`config.mk`:
```
export PLATFORM = sky130hd
export DESIGN_NAME = dspif_ctrl_regs
export DESIGN_NICKNAME = d
export VERILOG_FILES = /design/src/rtl/dspif_pkg.sv /design/src/rtl/dspif_status_bits.sv /design/src/rtl/dspif_irq_reduce.sv /design/src/rtl/dspif_aux_regs.sv /design/src/rtl/dspif_ctrl_regs.sv
export SDC_FILE = /design/constraint.sdc
export NUM_CORES = 1
export LEC_CHECK = 0
export BUFFER_PORTS_ARGS = -buffer_cell sky130_fd_sc_hd__buf_2
export CORE_UTILIZATION = 50
export DETAILED_ROUTE_END_ITERATION = 8
export GPL_ROUTABILITY_DRIVEN = 0
export PLACE_DENSITY = 0.79
export SLEW_MARGIN = 40
export SYNTH_ARGS = -nofsm -noshare
export SYNTH_HDL_FRONTEND = slang
export SYNTH_SLANG_ARGS = --single-unit
```
`constraint.sdc`:
```
create_clock -name clk -period 1 [get_ports clk]
set_clock_uncertainty 0.15 [all_clocks]
set_input_delay 0.05 -clock clk [delete_from_list [all_inputs] [get_ports clk]]
set_output_delay 0.05 -clock clk [all_outputs]
set_load 0.01 [all_outputs]
```
`src/rtl/dspif_pkg.sv`:
```
package dspif_pkg;
  localparam int REG_W     = 16;
  localparam int NSRC      = 3;
  localparam int BIT_RESET = 0;
  localparam int BIT_AINT  = 1;
  localparam int BIT_HALT  = 2;
  localparam int BIT_BUSY  = 9;
  localparam int BIT_ICODE = 10;
  localparam int BIT_INIT  = 11;
  localparam int PAD_LSB   = 12;
  localparam int PAD_W     = REG_W - PAD_LSB;
  localparam int REFRESH_RESET = 156;

  typedef enum logic [1:0] {
    SEL_CTRL    = 2'd0,
    SEL_MODE    = 2'd1,
    SEL_REFRESH = 2'd2,
    SEL_NONE    = 2'd3
  } reg_sel_e;

  // Status bit of source s; its enable sits one place above.
  function automatic int stat_bit(input int s);
    return 3 + 2 * s;
  endfunction

  function automatic logic [REG_W-1:0] stat_select();
    logic [REG_W-1:0] m;
    m = '0;
    for (int s = 0; s < NSRC; s++) m[stat_bit(s)] = 1'b1;
    return m;
  endfunction

  // Shift-AND-reduce: status bit n gated by the enable at n+1.
  function automatic logic irq_of(input logic [REG_W-1:0] w);
    return |((w >> 1) & w & stat_select());
  endfunction
endpackage

```
`src/rtl/dspif_status_bits.sv`:
```
module dspif_status_bits #(
  parameter int N = 3
) (
  input  logic         clk,
  input  logic         rst_n,
  input  logic [N-1:0] set_i,
  input  logic [N-1:0] clr_i,
  output logic [N-1:0] stat_o
);
  for (genvar s = 0; s < N; s++) begin : g_bit
    always_ff @(posedge clk or negedge rst_n) begin
      if (!rst_n)          stat_o[s] <= 1'b0;
      else if (set_i[s])   stat_o[s] <= 1'b1;  // set beats clear
      else if (clr_i[s])   stat_o[s] <= 1'b0;
    end
  end
endmodule

```
`src/rtl/dspif_irq_reduce.sv`:
```
module dspif_irq_reduce
  import dspif_pkg::*;
(
  input  logic [REG_W-1:0] word_i,
  output logic             irq_o
);
  always_comb irq_o = irq_of(word_i);
endmodule

```
`src/rtl/dspif_aux_regs.sv`:
```
module dspif_aux_regs #(
  parameter int W = 16,
  parameter int REFRESH_INIT = 156
) (
  input  logic         clk,
  input  logic         rst_n,
  input  logic         wr_refresh,
  input  logic [W-1:0] wdata,
  output logic [W-1:0] refresh_o,
  output logic [W-1:0] mode_o
);
  localparam logic [W-1:0] MODE_READY = W'(1);
  always_ff @(posedge clk or negedge rst_n) begin
    if (!rst_n)          refresh_o <= W'(REFRESH_INIT);
    else if (wr_refresh) refresh_o <= wdata;
  end
  assign mode_o = MODE_READY;
endmodule

```
`src/rtl/dspif_ctrl_regs.sv`:
```
module dspif_ctrl_regs
  import dspif_pkg::*;
(
  input  logic             clk,
  input  logic             rst_n,
  input  logic             wr_en,
  input  logic [1:0]       sel,
  input  logic [REG_W-1:0] wdata,
  output logic [REG_W-1:0] rdata,
  input  logic [NSRC-1:0]  evt,
  input  logic             dma_busy,
  output logic             irq,
  output logic             audio_dma_clr,
  output logic             pad_err,
  output logic             dsp_reset,
  output logic             dsp_assert_int,
  output logic             dsp_halt,
  output logic             dsp_init_code,
  output logic             dsp_init
);
  logic             wr_ctrl;
  logic [NSRC-1:0]  clr_req;
  logic [NSRC-1:0]  stat_q;
  logic [NSRC-1:0]  mask_q;
  logic [PAD_W-1:0] pad_q;
  logic             rst_q, aint_q, halt_q, icode_q, init_q;
  logic [REG_W-1:0] ctrl_word;
  logic [REG_W-1:0] refresh_w, mode_w;
  logic             clr_strobe_q, pad_err_q;

  assign wr_ctrl = wr_en && (sel == SEL_CTRL);

  for (genvar s = 0; s < NSRC; s++) begin : g_src
    assign clr_req[s] = wr_ctrl && wdata[stat_bit(s)];
    always_ff @(posedge clk or negedge rst_n) begin
      if (!rst_n)       mask_q[s] <= 1'b0;
      else if (wr_ctrl) mask_q[s] <= wdata[stat_bit(s) + 1];
    end
  end

  dspif_status_bits #(.N(NSRC)) u_stat (
    .clk(clk), .rst_n(rst_n), .set_i(evt), .clr_i(clr_req), .stat_o(stat_q)
  );

  always_ff @(posedge clk or negedge rst_n) begin
    if (!rst_n) begin
      rst_q <= 1'b0; aint_q <= 1'b0; halt_q <= 1'b1;
      icode_q <= 1'b0; init_q <= 1'b0; pad_q <= '0;
      clr_strobe_q <= 1'b0; pad_err_q <= 1'b0;
    end else begin
      clr_strobe_q <= wr_ctrl && wdata[BIT_RESET];
      pad_err_q    <= wr_ctrl && (wdata[REG_W-1:PAD_LSB] != '0);
      if (wr_ctrl) begin
        rst_q   <= wdata[BIT_RESET];
        aint_q  <= wdata[BIT_AINT];
        halt_q  <= wdata[BIT_HALT];
        icode_q <= wdata[BIT_ICODE];
        init_q  <= wdata[BIT_INIT];
        pad_q   <= wdata[REG_W-1:PAD_LSB];
      end
    end
  end

  always_comb begin
    ctrl_word = '0;
    ctrl_word[BIT_RESET] = rst_q;
    ctrl_word[BIT_AINT]  = aint_q;
    ctrl_word[BIT_HALT]  = halt_q;
    for (int s = 0; s < NSRC; s++) begin
      ctrl_word[stat_bit(s)]     = stat_q[s];
      ctrl_word[stat_bit(s) + 1] = mask_q[s];
    end
    ctrl_word[BIT_BUSY]  = dma_busy;
    ctrl_word[BIT_ICODE] = icode_q;
    ctrl_word[BIT_INIT]  = init_q;
    ctrl_word[REG_W-1:PAD_LSB] = pad_q;
  end

  dspif_irq_reduce u_irq (.word_i(ctrl_word), .irq_o(irq));

  dspif_aux_regs #(.W(REG_W), .REFRESH_INIT(REFRESH_RESET)) u_aux (
    .clk(clk), .rst_n(rst_n),
    .wr_refresh(wr_en && (sel == SEL_REFRESH)),
    .wdata(wdata), .refresh_o(refresh_w), .mode_o(mode_w)
  );

  always_comb begin
    case (sel)
      SEL_CTRL:    rdata = ctrl_word;
      SEL_MODE:    rdata = mode_w;
      SEL_REFRESH: rdata = refresh_w;
      default:     rdata = '0;
    endcase
  end

  assign audio_dma_clr  = clr_strobe_q;
  assign pad_err        = pad_err_q;
  assign dsp_reset      = rst_q;
  assign dsp_assert_int = aint_q;
  assign dsp_halt       = halt_q;
  assign dsp_init_code  = icode_q;
  assign dsp_init       = init_q;
endmodule

```
==> impl_metrics.csv <==
group,metric,value,unit
outcome,status,"complete, but fails checks",
synth,netlist_instances,115,
power_and_ir_drop,ir_drop,1.24,mV
cells_and_area,area_growth,54.5,%
global_routing,antenna_found_initial,0,
synth,synth_seq_cells,33,
cells_and_area,drive_gt1_frac,0.550,
worst_hold_path,hold_class,"in -> async",
synth,yosysMostFrequentCell,"dfrtp_1",
synth,synth_top_cell_by_area,"dfrtp_1",
routing,vias,1258,
global_routing,overflow,0,
synth,synth_top_cell_area_share,0.455,
routing,drt_iter0_drc,68,
routing,drc_errors,5,
sta,timing.fmax,675,MHz
outcome,violations,"DRC, setup timing",
global_routing,grt_pass1_vias,1276,
placed_design,dpl.hpwl,2.31,mm
clock_tree,htree_levels,2,
die,die_y,57.5,µm
critical_path,crit_required,0.80,ns
global_routing,grt_use_total,0.260,
synth,synth_flop_cell,"dfrtp_1",
routing,dr.pass1.iters,6,
cells_and_area,final_util,0.842,
die,fp-row-count,19,
die,initial_core_util,0.545,
synth,synth_nets,140,
clock_tree,clkSlewWorstSetupHoldPaths,0.11,ns
power_and_ir_drop,power_leakage,1.20,nW
routing,wirelength,3.88,mm
global_routing,grt_first_pass_wirelength,6.25,mm
synth,synth_commonest_cells,"28 x dfrtp_1, 23 x mux2_2, 19 x nor2_1",
synth,synth_area_leaders,"dfrtp_1 45%, mux2_2 17%, mux2i_1 9.7%",
clock_tree,cts_root_buf,"clkbuf_4",
clock_tree,cts.sinks,33,
critical_path,crit_path_start_kind,"register",
routing,wl_per_cell,16.2,µm
global_routing,grt_max_degree,34,
synth,yosysSeqAreaShare,0.540,
critical_path,criticalPathCategory,"reg -> out",
sta,slew_headroom,0.817,
sta,finalSetupTns,-7.70,ns
clock_tree,insertion_delay,0.34,ns
power_and_ir_drop,finalPower,4.13,mW
sta,hold_violations,0,
critical_path,cp_max_fo,2,
clock_tree,numCtsBuffers,5,
sta,fin_crit,1.48,ns
critical_path,endpoint_kind,"primary output",
flow_run,cap_violations,0,
cells_and_area,fin_area,0.00238,mm²
synth,synthArstFlopShare,1.00,
power_and_ir_drop,powerDensity,1730,mW/mm²
synth,netlist_area,0.00154,mm²
sta,rsz0062_at_grt,"yes",
synth,synth_edf_count,0,
die,boundaryPins,49,
critical_path,crit_arrival,1.28,ns
clock_tree,clk_path_buf_depth,2,
sta,drv_slew,0,
die,core,0.00283,mm²
synth,yosys_warnings,0,
sta,hold_ws,0.0311,ns
die,chipWidth,57.5,µm
cells_and_area,antenna_cells,0,
placed_design,placedInstanceArea,0.00191,mm²
placed_design,port-buffer-count,48,
synth,synth.avg_cell_area,13.4,µm²
sta,post-route-period-util,1.48,
sta,worst_slack,-0.482,ns
routing,via_per_inst,5.24,
routing,antenna_left,0,
sta,worst_pin_slew,0.274,ns
synth,synth_cell_types,18,
sta,setup_violations,35,
die,fp.dieArea,0.00331,mm²
cells_and_area,layout.nets,233,
clock_tree,cts_tree,"done",
==> worst paths after layout <==
check                                   start                  to  slack (ns)  cells past startpoint
max                              ctrl_word[8]                 irq       -0.48                      3
min                                     rst_n       audio_dma_clr        0.03                      3
max reg2reg                     dsp_init_code       dsp_init_code       -0.16                      3
min reg2reg                u_aux.refresh_o[6]  u_aux.refresh_o[6]        0.37                      1
max in group asynchronous               rst_n  u_aux.refresh_o[7]        0.42                      3
min in group clk                       sel[1]             pad_err        0.04                      4
==> placed cells by master, fill, tap and decap left out, drive strengths merged <==
master	count
dfstp	5
bufinv	2
clkinv	1
mux2	28
nand3b	2
clkbuf	5
and2	1
nor2	19
dfrtp	28
dlygate4sd3	20
nor3b	1
o21ai	1
a222oi	1
buf	72
mux2i	15
inv	4
a31oi	3
o41a	1
==> routing by layer <==
| layer | vias up | part of all wire | wire, µm | global-route usage |
|---|---|---|---|---|
| li1 | 594 | - | - | - |
| met1 | 619 | 0.41 | 1600 | 0.326 |
| met2 | 40 | 0.53 | 2060 | 0.449 |
| met3 | 5 | 0.046 | 177 | 0.0703 |
| met4 | 0 | 0.0098 | 38 | 0.0627 |
| met5 | - | 0 | 0 | 0 |
==> critical path, stage by stage, from the launching register on <==
cell and delay, ns:
dfrtp_1 0.42, a222oi_1 0.31, inv_1 0.08, buf_2 0.14
==> repair_timing <==
| item | in CTS | in global routing |
|---|---|---|
| endpoints found under the setup margin | 27 | 34 |
| setup buffers | 8 | 8 |
| gates resized for setup | 19 | 8 |
| pin swaps | 1 | 4 |
| gates cloned | 0 | 0 |
| hold buffers | 20 | 2 |
| hold endpoints to repair | 66 | 5 |
==> sequential cells by signal, indices dropped and copies added (netlist names) <==
register / count
dsp_reset: 1
pad_err: 1
dsp_halt: 1
pad_q: 4
ctrl_word: 3
dsp_assert_int: 1
audio_dma_clr: 1
u_aux.refresh_o: 16
dsp_init: 1
dsp_init_code: 1
u_stat.stat_o: 3
==> where the power goes <==
part / internal, mW / total [mW] / switching [mW]
sequential: 1.58 / 1.73 / 0.147
clock: 0.774 / 1.26 / 0.483
combinational: 0.713 / 1.14 / 0.428
==> logic make-up after synthesis <==
kind of cell,share of synthesized area
flip-flops,0.540
AO/OA/AOI/OAI,0.0292
buffers and inverters,0.0365
multiplexers,0.314
AND/OR/NAND/NOR,0.0804
==> per-stage QoR <==
| stage | instances | setup slack [ns] |
|---|---|---|
| finish | 240 | -0.482 |
| global route | 240 | -0.546 |
| CTS | 238 | -0.490 |
| detailed placement | 202 | -0.252 |
| global placement | 202 | -0.195 |
| floorplan | 115 | -0.277 |
==> cell type report <==
type	instances	area, µm²
flip-flops and latches	33	832
inverters	4	15.0
well taps	31	38.8
clock inverters	3	65.1
fillers	152	447
multi-input cells	72	668
repair buffers	92	726
clock buffers	5	37.5
(Power assumes the default switching activity.)
